===== config.mk =====
export PLATFORM = sky130hd
export DESIGN_NAME = sprite_line_eval
export DESIGN_NICKNAME = d
export VERILOG_FILES = /design/src/rtl/sle_pkg.sv /design/src/rtl/sle_pair_eval.sv /design/src/rtl/sle_scan_ctrl.sv /design/src/rtl/sle_slot_list.sv /design/src/rtl/sprite_line_eval.sv
export SDC_FILE = /design/constraint.sdc
export NUM_CORES = 1
export LEC_CHECK = 0
export ABC_AREA = 0
export ABC_CLOCK_PERIOD_IN_PS = 4900
export BUFFER_PORTS_ARGS = -buffer_cell sky130_fd_sc_hd__buf_2
export CORE_MARGIN = 5
export CORE_UTILIZATION = 59
export DETAILED_ROUTE_END_ITERATION = 8
export PLACE_DENSITY = 0.9
export SLEW_MARGIN = 10
export SYNTH_ARGS = -nofsm -noshare
export SYNTH_HDL_FRONTEND = slang
export SYNTH_HIERARCHICAL = 1
export SYNTH_SLANG_ARGS = --single-unit

===== constraint.sdc =====
create_clock -name clk_i -period 4.9 [get_ports clk_i]
set_clock_uncertainty 0.1 [all_clocks]
set_input_delay 0.98 -clock clk_i [delete_from_list [all_inputs] [get_ports clk_i]]
set_output_delay 0.98 -clock clk_i [all_outputs]
set_load 0.01 [all_outputs]

===== src/rtl/sle_pkg.sv =====
package sle_pkg;

  localparam int VADDR_W = 14;
  localparam logic [7:0] TERM_Y = 8'hD0;

  typedef enum logic [1:0] {
    ST_DONE = 2'd0,
    ST_RUN  = 2'd1,
    ST_WAIT = 2'd2
  } scan_state_e;

  function automatic logic [7:0] f_target_line(input logic [7:0] line);
    return line + 8'd1;
  endfunction

  function automatic logic [4:0] f_height(input logic tall);
    return tall ? 5'd16 : 5'd8;
  endfunction

  function automatic logic f_covers(input logic [7:0] y, input logic [7:0] t,
                                    input logic tall);
    logic [8:0] y_end;
    y_end = {1'b0, y} + {4'd0, f_height(tall)};
    return (y <= t) && ({1'b0, t} < y_end);
  endfunction

  function automatic logic f_is_term(input logic [7:0] y);
    return y >= TERM_Y;
  endfunction

  function automatic logic [VADDR_W-1:0] f_table_base(input logic [6:0] base_reg);
    return {base_reg[6:1], 8'h00};
  endfunction

endpackage


===== src/rtl/sle_pair_eval.sv =====
module sle_pair_eval
  import sle_pkg::*;
#(
  parameter int NSLOT = 8,
  localparam int CNT_W = $clog2(NSLOT + 1),
  localparam int POS_W = $clog2(NSLOT)
) (
  input  logic             clk_i,
  input  logic             rst_ni,
  input  logic             fire_i,
  input  logic [7:0]       y0_i,
  input  logic [7:0]       y1_i,
  input  logic [7:0]       tline_i,
  input  logic             tall_i,
  input  logic [CNT_W-1:0] free_i,
  output logic             w0_o,
  output logic [POS_W-1:0] pos0_o,
  output logic             w1_o,
  output logic [POS_W-1:0] pos1_o,
  output logic             stop_o,
  output logic             ovf_hit_o,
  output logic [CNT_W-1:0] free_nxt_o
);

  logic term0, term1, cov0, cov1;
  assign term0 = f_is_term(y0_i);
  assign term1 = f_is_term(y1_i);
  assign cov0  = f_covers(y0_i, tline_i, tall_i);
  assign cov1  = f_covers(y1_i, tline_i, tall_i);

  always_comb begin
    logic [CNT_W-1:0] f;
    f         = free_i;
    w0_o      = 1'b0;
    w1_o      = 1'b0;
    pos0_o    = '0;
    pos1_o    = '0;
    stop_o    = 1'b0;
    ovf_hit_o = 1'b0;
    if (term0) begin
      stop_o = 1'b1;
    end else if (cov0) begin
      if (f == '0) begin
        ovf_hit_o = 1'b1;
        stop_o    = 1'b1;
      end else begin
        w0_o   = 1'b1;
        pos0_o = POS_W'(f - 1'b1);
        f      = f - 1'b1;
      end
    end
    if (!stop_o) begin
      if (term1) begin
        stop_o = 1'b1;
      end else if (cov1) begin
        if (f == '0) begin
          ovf_hit_o = 1'b1;
          stop_o    = 1'b1;
        end else begin
          w1_o   = 1'b1;
          pos1_o = POS_W'(f - 1'b1);
          f      = f - 1'b1;
        end
      end
    end
    free_nxt_o = f;
  end

  // a terminating first byte blocks both writes
  p_term_first_r5: assert property (@(posedge clk_i) disable iff (!rst_ni)
    (fire_i && y0_i >= TERM_Y) |-> (stop_o && !w0_o && !w1_o));

  // overflow only comes with an empty free pool
  p_ovf_no_free_r6: assert property (@(posedge clk_i) disable iff (!rst_ni)
    (fire_i && ovf_hit_o) |-> (free_nxt_o == '0));

endmodule


===== src/rtl/sle_scan_ctrl.sv =====
module sle_scan_ctrl
  import sle_pkg::*;
#(
  parameter int NSLOT = 8,
  parameter int NENT  = 64,
  localparam int CNT_W = $clog2(NSLOT + 1),
  localparam int IDX_W = $clog2(NENT)
) (
  input  logic               clk_i,
  input  logic               rst_ni,
  input  logic               start_i,
  input  logic               strobe_i,
  input  logic               ovf_clr_i,
  input  logic [6:0]         tbl_base_i,
  input  logic               ev_stop_i,
  input  logic               ev_ovf_i,
  input  logic [CNT_W-1:0]   ev_free_nxt_i,
  output logic               rd_en_o,
  output logic [VADDR_W-1:0] rd_addr_o,
  output logic               fire_o,
  output logic [IDX_W-1:0]   idx_o,
  output logic [CNT_W-1:0]   free_o,
  output logic               ovf_o,
  output logic               done_o
);

  localparam logic [IDX_W-1:0] LAST_PAIR = IDX_W'(NENT - 2);

  scan_state_e      state_q;
  logic [IDX_W-1:0] idx_q;
  logic [CNT_W-1:0] free_q;
  logic             ovf_q;

  assign rd_en_o   = (state_q == ST_RUN) && strobe_i && !start_i;
  assign rd_addr_o = f_table_base(tbl_base_i) + VADDR_W'(idx_q);
  assign fire_o    = (state_q == ST_WAIT) && !start_i;
  assign idx_o     = idx_q;
  assign free_o    = free_q;
  assign ovf_o     = ovf_q;
  assign done_o    = (state_q == ST_DONE);

  always_ff @(posedge clk_i or negedge rst_ni) begin
    if (!rst_ni) begin
      state_q <= ST_DONE;
      idx_q   <= '0;
      free_q  <= CNT_W'(NSLOT);
    end else if (start_i) begin
      state_q <= ST_RUN;
      idx_q   <= '0;
      free_q  <= CNT_W'(NSLOT);
    end else begin
      case (state_q)
        ST_RUN: if (strobe_i) state_q <= ST_WAIT;
        ST_WAIT: begin
          free_q <= ev_free_nxt_i;
          if (ev_stop_i || idx_q == LAST_PAIR) begin
            state_q <= ST_DONE;
          end else begin
            idx_q   <= idx_q + IDX_W'(2);
            state_q <= ST_RUN;
          end
        end
        default: state_q <= ST_DONE;
      endcase
    end
  end

  always_ff @(posedge clk_i or negedge rst_ni) begin
    if (!rst_ni)                 ovf_q <= 1'b0;
    else if (fire_o && ev_ovf_i) ovf_q <= 1'b1;
    else if (ovf_clr_i)          ovf_q <= 1'b0;
  end

  p_free_bound_r6: assert property (@(posedge clk_i) disable iff (!rst_ni)
    free_q <= CNT_W'(NSLOT));
  p_ovf_rise_full_r6: assert property (@(posedge clk_i) disable iff (!rst_ni)
    $rose(ovf_q) |-> (free_q == '0));
  p_ovf_sticky_r7: assert property (@(posedge clk_i) disable iff (!rst_ni)
    (ovf_q && !ovf_clr_i) |=> ovf_q);
  p_no_read_done_r8: assert property (@(posedge clk_i) disable iff (!rst_ni)
    done_o |-> !rd_en_o);
  p_single_read_r2: assert property (@(posedge clk_i) disable iff (!rst_ni)
    rd_en_o |=> !rd_en_o);
  p_even_addr_r2: assert property (@(posedge clk_i) disable iff (!rst_ni)
    rd_en_o |-> (rd_addr_o[0] == 1'b0));
  p_start_init_r9: assert property (@(posedge clk_i) disable iff (!rst_ni)
    start_i |=> (free_q == CNT_W'(NSLOT) && idx_q == '0 && !done_o));

endmodule


===== src/rtl/sle_slot_list.sv =====
module sle_slot_list #(
  parameter int NSLOT = 8,
  parameter int IDX_W = 6,
  localparam int POS_W = $clog2(NSLOT)
) (
  input  logic               clk_i,
  input  logic               rst_ni,
  input  logic               clr_i,
  input  logic               w0_i,
  input  logic [POS_W-1:0]   pos0_i,
  input  logic [IDX_W-1:0]   idx0_i,
  input  logic [7:0]         y0_i,
  input  logic               w1_i,
  input  logic [POS_W-1:0]   pos1_i,
  input  logic [IDX_W-1:0]   idx1_i,
  input  logic [7:0]         y1_i,
  output logic [NSLOT-1:0]       vld_o,
  output logic [NSLOT*IDX_W-1:0] idx_o,
  output logic [NSLOT*8-1:0]     y_o
);

  for (genvar s = 0; s < NSLOT; s++) begin : g_slot
    logic             vld_q;
    logic [IDX_W-1:0] idx_q;
    logic [7:0]       y_q;

    always_ff @(posedge clk_i or negedge rst_ni) begin
      if (!rst_ni) begin
        vld_q <= 1'b0;
        idx_q <= '0;
        y_q   <= '0;
      end else if (clr_i) begin
        vld_q <= 1'b0;
      end else if (w0_i && pos0_i == POS_W'(s)) begin
        vld_q <= 1'b1;
        idx_q <= idx0_i;
        y_q   <= y0_i;
      end else if (w1_i && pos1_i == POS_W'(s)) begin
        vld_q <= 1'b1;
        idx_q <= idx1_i;
        y_q   <= y1_i;
      end
    end

    assign vld_o[s]                = vld_q;
    assign idx_o[s*IDX_W +: IDX_W] = idx_q;
    assign y_o[s*8 +: 8]           = y_q;
  end

  // one pair never targets the same slot twice
  p_distinct_slots_r4: assert property (@(posedge clk_i) disable iff (!rst_ni)
    (w0_i && w1_i) |-> (pos0_i != pos1_i));

endmodule


===== src/rtl/sprite_line_eval.sv =====
module sprite_line_eval
  import sle_pkg::*;
#(
  parameter int NSLOT = 8,
  parameter int NENT  = 64,
  localparam int CNT_W = $clog2(NSLOT + 1),
  localparam int POS_W = $clog2(NSLOT),
  localparam int IDX_W = $clog2(NENT)
) (
  input  logic                   clk_i,
  input  logic                   rst_ni,
  input  logic [7:0]             line_i,
  input  logic [6:0]             tbl_base_i,
  input  logic                   tall_i,
  input  logic                   scan_start_i,
  input  logic                   scan_slot_i,
  input  logic                   stat_clr_i,
  output logic                   vram_rd_en_o,
  output logic [13:0]            vram_rd_addr_o,
  input  logic [15:0]            vram_rd_data_i,
  output logic [NSLOT-1:0]       slot_vld_o,
  output logic [NSLOT*IDX_W-1:0] slot_idx_o,
  output logic [NSLOT*8-1:0]     slot_y_o,
  output logic                   overflow_o,
  output logic                   scan_done_o
);

  logic             fire, stop, ovf_hit, w0, w1;
  logic [POS_W-1:0] pos0, pos1;
  logic [CNT_W-1:0] free_q, free_nxt;
  logic [IDX_W-1:0] idx_q;
  logic [7:0]       tline;

  assign tline = f_target_line(line_i);

  sle_scan_ctrl #(.NSLOT(NSLOT), .NENT(NENT)) ctrl_i (
    .clk_i(clk_i), .rst_ni(rst_ni), .start_i(scan_start_i),
    .strobe_i(scan_slot_i), .ovf_clr_i(stat_clr_i), .tbl_base_i(tbl_base_i),
    .ev_stop_i(stop), .ev_ovf_i(ovf_hit), .ev_free_nxt_i(free_nxt),
    .rd_en_o(vram_rd_en_o), .rd_addr_o(vram_rd_addr_o), .fire_o(fire),
    .idx_o(idx_q), .free_o(free_q), .ovf_o(overflow_o), .done_o(scan_done_o)
  );

  sle_pair_eval #(.NSLOT(NSLOT)) eval_i (
    .clk_i(clk_i), .rst_ni(rst_ni), .fire_i(fire),
    .y0_i(vram_rd_data_i[7:0]), .y1_i(vram_rd_data_i[15:8]),
    .tline_i(tline), .tall_i(tall_i), .free_i(free_q),
    .w0_o(w0), .pos0_o(pos0), .w1_o(w1), .pos1_o(pos1),
    .stop_o(stop), .ovf_hit_o(ovf_hit), .free_nxt_o(free_nxt)
  );

  sle_slot_list #(.NSLOT(NSLOT), .IDX_W(IDX_W)) list_i (
    .clk_i(clk_i), .rst_ni(rst_ni), .clr_i(scan_start_i),
    .w0_i(w0 && fire), .pos0_i(pos0), .idx0_i(idx_q), .y0_i(vram_rd_data_i[7:0]),
    .w1_i(w1 && fire), .pos1_i(pos1), .idx1_i(idx_q + IDX_W'(1)),
    .y1_i(vram_rd_data_i[15:8]),
    .vld_o(slot_vld_o), .idx_o(slot_idx_o), .y_o(slot_y_o)
  );

  // valid slots and the free counter stay consistent
  p_vld_count_r4: assert property (@(posedge clk_i) disable iff (!rst_ni)
    $countones(slot_vld_o) == (NSLOT - int'(free_q)));

endmodule


==> results of run 1 <==
## power by group
part / internal, mW / total [mW] / switching [mW] / leakage (nW)
Combinational: 0.304 / 0.649 / 0.344 / 3.05
Clock: 0.868 / 1.41 / 0.542 / 0.315
Sequential: 1.13 / 1.16 / 0.0313 / 1.83
Total: 2.30 / 3.22 / 0.917 / 5.20
## through the flow
| stage | total power [mW] | hold slack (ns) | setup WS [ns] | cells |
|---|---|---|---|---|
| finish | 3.22 | 0.409 | -0.220 | 1146 |
| global route | 3.31 | 0.418 | -0.329 | 1146 |
| CTS | 3.12 | 0.412 | 0.000892 | 1129 |
| detailed placement | 1.74 | 0.395 | -0.703 | 1097 |
| global placement | 1.71 | 0.391 | -0.531 | 1097 |
| floorplan | 1.50 | 0.374 | 0.00426 | 764 |
## flip-flops by register name, indices dropped and copies added (netlist names)
register,count
ctrl_i/idx_o,5
ctrl_i/state_q,2
list_i/g_slot.y_q,64
ctrl_i/free_o,4
ctrl_i/ovf_o,1
list_i/g_slot.vld_q,8
list_i/g_slot.idx_q,48
## critical path: cells and delay by family
kind | cells | cell delay, ns
simple gates | 5 | 1.32
buf+inv | 7 | 0.91
compound gates | 7 | 1.23
xor+xnor | 1 | 0.12
fa+ha+maj | 3 | 0.77
## logic make-up (layout without fill, tap and decap cells)
family | count (synthesis) | in the layout
AO/OA/AOI/OAI | 169 | 170
XOR/XNOR | 17 | 17
adder cells (fa/ha/maj) | 46 | 46
buffers and inverters | 118 | 327
flip-flops | 132 | 132
multiplexers | 11 | 11
other | 1 | 4
AND/OR/NAND/NOR | 267 | 267
## worst paths after layout
kind                                             end  depth (start not counted)
setup / recovery           list_i/g_slot[0].idx_q[3]                         23
hold / removal             list_i/g_slot[1].idx_q[1]                          1
setup reg to reg             list_i/g_slot[2].y_q[0]                         15
hold reg to reg            list_i/g_slot[1].idx_q[1]                          1
max in group asynchronous    list_i/g_slot[5].y_q[4]                          2
min in group asynchronous    list_i/g_slot[1].y_q[3]                          1
## synth_stat cells (3+ instances only)
library cell / count
clkbuf_2: 10
nor2b_1: 19
nand3_1: 11
and4b_1: 3
nor4bb_1: 3
ha_1: 44
and2_0: 3
and2_1: 6
o211ai_1: 5
mux2i_1: 8
xnor2_1: 8
a211oi_1: 3
nor4b_1: 3
and3_1: 8
nand4bb_1: 3
o21a_1: 4
a21o_1: 7
inv_1: 31
nand4b_1: 6
nor2_1: 136
buf_4: 23
nand2b_1: 16
o21bai_1: 6
clkbuf_1: 21
buf_1: 14
nor3_1: 8
dfrtp_1: 131
a221o_1: 112
xor2_1: 9
buf_2: 18
nand4_1: 7
a21oi_1: 11
and4bb_2: 5
nand2_1: 14
## final cells by class
type / instances / area share (%)
clock buffer: 17 / 4.21
clock inverter: 15 / 2.17
inverter: 31 / 1.23
multi-input combinational: 515 / 40.5
sequential: 132 / 32.7
tap: 172 / 2.13
timing repair buffer: 264 / 17.0
## timing repair
item	CTS	global route
setup buffers	0	12
resized for setup	4	44
cloned	0	5
pin swaps	0	42
endpoints found under the setup margin	32	112
## routing by layer
layer / share of wire, % / track usage [%]
met5: 0.15 / 0
met4: 8.1 / 12.9
met3: 12 / 8.53
met2: 46 / 50.5
met1: 34 / 38.6
==> run summary, run 1 <==
Outcome - complete, but fails checks
Failing checks - setup timing
Largest net degree at the start of global routing - 59
Post-synthesis compound-gate area fraction - 20.2%
Die ar. - 15400 um^2
Cells after synthesis - 761
Final period util - 104%
CTS Buf Count - 17
Register Area - 3300 um^2
Hold Vio Cnt, Final - 0
Final net count - 1044
Crit start category - primary input
Asr flop ratio synth - 100%
Crit path launch - tall_i
R2r setup slk - 1.27 ns
Slew @ Worst Pin - 0.963 ns
Fin. max-slew vios - 0
IO Port Bufs - 157
First-pass DRT Iterations - 8
Min cycle time layout - 5.12 ns
VDD IR-drop max - 0.250 mV
Critical path type - in -> reg
HPWL Detailed - 17.0 mm
Final worst slack - -0.220 ns
H-tree Lvls - 4
Ys flop type - dfrtp_1
DR vias - 7850
Cell taking the most area after synthesis - dfrtp_1
Final Cell Area - 10100 um^2
Multi-input gate area - 4090 um^2
Core Util, Final - 79.4%
Post-placement cell area - 9140 um^2
Area delta synth->final - 31.1%
CTS Hold Buffers Added - 0
Reg clk slew, reported paths - 0.07 ns
Post-synthesis sequential area ratio - 42.9%
Die Y - 124 um
Avg Inst Size Synth - 10.1 um^2
Antenna diode count - 0
Yosys synthesis warning count - 6
Crit. End Element - flop
Initial core utilization - 60.6%
Post-route ant nets - 0
Setup TNS - -10.11 ns
Drt first-iter violations - 1392
Adder-Cell Fraction of Synth Area - 7.66%
PD cells - 319 nW/um^2
CTS root buf - clkbuf_16
Max-slew headroom - 35.7%
Max Cap Viol - 0
WP data arrival - 5.33 ns
CP dominant cell by count - buf_4
Most frequent cells in the layout - buf_2, nor2_1, dfrtp_1
Slowest cell on crit path - fa_2
Post-synthesis mux area share - 1.51%
Simple logic cell fraction of the synthesized area - 18.3%
# setup viols final - 111
Ranking of synthesized cells by area - dfrtp_1, a221o_1, ha_1, nor2_1, buf_4
CTS tree - done
Post-Synth XOR/XNOR Area - 1.93%
Mean number of vias per cell - 6.85
HP Start - list_i/g_slot[1].idx_q[1]
Post-synth top area share - 42.5%
Worst Path Required - 5.11 ns
Worst r2r src - ctrl_i/free_o[1]
Clock buffer depth - 2
Worst path max stage delay - 0.35 ns
Routed WL - 27.6 mm
DR DRC count - 0
Hold/Removal Path Class - reg -> reg
Vias in the first global route - 7356
Share of post-route cells with drive strength above 1 - 36.4%
FF+latch count, synth - 132
WL/cell - 24.1 um
Initial antenna violation count - 0
Worst Path Max Fanout - 8
Clk sinks - 132
Die width - 124 um
Fillers - 723
RSZ-0062 raised after global routing - true
GR Util All Layers - 30.9%
Row cnt - 41
I/O pin cnt - 174
Count of cell types in the netlist - 68
Largest family of logic cells by synthesized area - compound AO/OA/AOI/OAI gates
Leak - 5.20 nW
Max frequency - 0.195 GHz
GRT Residual Overflow - 0
Post-synthesis cell area - 7710 um^2
Global-route wire length before repair - 38.6 mm
GPL Wtd Cong - 0.890
Most common cell after layout, fill and taps aside - buf_2
Crit-path cells - buf_8 -> inv_8 -> ha_4 -> inv_2 -> fa_2 -> nor2_2 -> xnor2_1 -> ha_1 -> a21oi_2 -> o211ai_1 -> o21a_1 -> nor3_4 -> buf_4 -> a21boi_1 -> nor2_2 -> buf_4 -> a31oi_4 -> and2b_2 -> buf_4 -> nor4b_4 -> o21bai_2 -> buf_6 -> a221o_1
Worst-Skew Late Latency - 0.43 ns
Number of synthesized flops with an enable pin - 0
Core ar. - 12700 um^2
(Power assumes the default switching activity.)
==> run 2: changes to the inputs <==
Settings changed: PLACE_DENSITY 0.9 to 0.86.
==> run summary, run 2 (synthesis results as in run 1) <==
Die ar. - 15400 um^2 (unchanged)
Fin. max-slew vios - 0 (unchanged)
Max Cap Viol - 0 (unchanged)
RSZ-0062 raised after global routing - true
Worst Path Max Fanout - 7 (-1)
I/O pin cnt - 174 (unchanged)
IO Port Bufs - 157 (unchanged)
Final period util - 103% (-1.0 points)
Worst R2R Path Depth - 14 (-1)
Drt first-iter violations - 1248 (-10%)
GR Layer Usage met1 - 38.6% (about the same)
Crit start category - primary input
Fillers - 732 (+1.2%)
VDD IR-drop max - 0.227 mV (-9.3%)
Reg clk slew, reported paths - 0.06 ns (about the same)
Hold Crit Depth - 1 (unchanged)
Antenna diode count - 0 (unchanged)
Setup TNS - -7.43 ns (+2.68 ns)
Max frequency - 0.197 GHz (+1.0%)
Leak - 5.25 nW (+1.0%)
R2r setup slk - 1.13 ns (-0.14 ns)
Met3 usage - 7.33% (-1.2 points)
Fin Hold WS - 0.409 ns (+0.000502 ns)
Share of post-route cells with drive strength above 1 - 36.9% (+0.49 points)
Min cycle time layout - 5.07 ns (-0.0509 ns)
Hold Vio Cnt, Final - 0 (unchanged)
PD cells - 314 nW/um^2 (-1.4%)
WP data arrival - 5.27 ns (-0.06 ns)
Worst Path Required - 5.10 ns (about the same)
Mean number of vias per cell - 6.77 (-1.2%)
First-pass DRT Iterations - 6 (-2)
Place WS - -0.613 ns (+0.0899 ns)
Hold Crit Endpoint - list_i/g_slot[5].y_q[3]
Outcome - complete, but fails checks
Max-slew headroom - 13.7% (-22 points)
Max FFs per register - 64 (unchanged)
Die Y - 124 um (unchanged)
Initial antenna violation count - 0 (unchanged)
Fin cells - 1152 (+0.52%)
Most common cell after layout, fill and taps aside - buf_2
Final worst slack - -0.170 ns (+0.0509 ns)
GR Util All Layers - 30.4% (-0.51 points)
Initial core utilization - 60.6% (unchanged)
Hold/Removal Path Class - reg -> reg
Worst r2r dst - list_i/g_slot[5].idx_q[0]
Clock buffer depth - 2 (unchanged)
CTS Buf Count - 17 (unchanged)
Largest net degree at the start of global routing - 89 (+51%)
Worst r2r src - ctrl_i/free_o[1]
HPWL Detailed - 16.9 mm (-0.38%)
Busiest grt layer - met2
Failing checks - setup timing
Routed WL - 28.3 mm (+2.7%)
DR DRC count - 0 (unchanged)
Met2 global-route usage - 50.7% (+0.22 points)
Row cnt - 41 (unchanged)
Crit. End Element - flop
Global-route wire length before repair - 37.8 mm (-2.2%)
Vias in the first global route - 6994 (-4.9%)
H-tree Lvls - 4 (unchanged)
WL/cell - 24.6 um (+2.1%)
Final net count - 1050 (+0.57%)
Biggest register - list_i/g_slot.y_q
Worst-Skew Late Latency - 0.43 ns (about the same)
Critical path type - in -> reg
CTS root buf - clkbuf_16
Die width - 124 um (unchanged)
Slew @ Worst Pin - 1.29 ns (+0.328 ns)
Clk sinks - 132 (unchanged)
CTS tree - done
Most frequent cells in the layout - buf_2, nor2_1, dfrtp_1
Post-route ant nets - 0 (unchanged)
GRT Residual Overflow - 0 (unchanged)
Largest regs - list_i/g_slot.y_q x64, list_i/g_slot.idx_q x48, list_i/g_slot.vld_q x8
Area delta synth->final - 33.4%
# setup viols final - 94 (-15%)
Placed Instances - 1098 (+0.091%)
GPL Wtd Cong - 0.875 (-1.8%)
HP Start - list_i/g_slot[5].y_q[3]
DR vias - 7797 (-0.68%)
Core ar. - 12700 um^2 (unchanged)
[run 2: cell count changes in the layout (fill, tap and decap cells not counted), moves of 3 or more]
cell / previous run / this run
and2_0: 3 / 0
and2_4: 3 / 6
buf_4: 92 / 88
buf_6: 8 / 14
clkbuf_16: 18 / 21
inv_6: 4 / 1
inv_8: 4 / 0
o21bai_2: 2 / 5
[run 2: layout make-up]
| class | instances | area, um^2 | share of cell area, % |
|---|---|---|---|
| Clock buffer | 21 | 460 | 4.48 |
| Sequential cell | 132 | 3300 | 32.2 |
| Clock inverter | 11 | 199 | 1.94 |
| Inverter | 31 | 131 | 1.28 |
| Multi-Input combinational cell | 516 | 4130 | 40.2 |
| Tap cell | 172 | 215 | 2.09 |
| Timing Repair Buffer | 269 | 1830 | 17.8 |
[run 2: timing repair]
action / CTS / global route
pin swaps: 0 / 65
resized for setup: 3 / 65
hold buffers: 0 / 0
setup buffers: 0 / 13
gates cloned: 0 / 10
setup endpoints to repair: 29 / 112
[run 2: worst max-delay path, cell delays in order]
cell and delay [ns]:
buf_8 0.11, clkinv_8 0.04, ha_4 0.13, inv_4 0.03
fa_2 0.39, nor2_2 0.12, xnor2_1 0.12, ha_1 0.29
a21oi_2 0.16, o211ai_1 0.10, o21a_1 0.22, nor3_4 0.29
nand2_2 0.10, mux2_4 0.34, ha_4 0.19, mux2_4 0.32
nor2_4 0.17, buf_6 0.13, nand4b_1 0.22, buf_4 0.24
a21o_4 0.24, a221o_1 0.33
[run 2: worst max-delay path by stage]
stage / from / endpoint / slack (ns)
after floorplan: tall_i / list_i/g_slot[6].idx_q[0] / 0.004
after CTS: tall_i / list_i/g_slot[6].idx_q[5] / 0.01
after global placement: tall_i / list_i/g_slot[3].idx_q[4] / -0.50
after detailed placement: tall_i / list_i/g_slot[3].y_q[6] / -0.61
after global routing: tall_i / list_i/g_slot[5].y_q[6] / -0.29
final: tall_i / list_i/g_slot[5].idx_q[0] / -0.17
[run 2: power breakdown]
group / internal, mW / leakage [nW] / switching (mW) / total (mW)
logic: 0.301 / 3.11 / 0.345 / 0.645
registers: 1.13 / 1.83 / 0.0320 / 1.16
clock network: 0.933 / 0.310 / 0.491 / 1.42
[run 2: routing by layer]
metal,share of wire (%),wire length (um)
met1,34,9750
met3,11,3240
met5,0,0
met4,6.8,1940
met2,47,13400
[run 2: per-stage QoR]
stage | power [mW] | utilization [%] | area (um^2)
2_1_floorplan | 1.50 | - | 7860
3_3_place_gp | 1.71 | 72.0 | 9160
3_5_place_dp | 1.73 | 72.0 | 9160
4_1_cts | 3.13 | 77.3 | 9830
5_1_grt | 3.33 | 80.8 | 10300
6_report | 3.23 | 80.8 | 10300
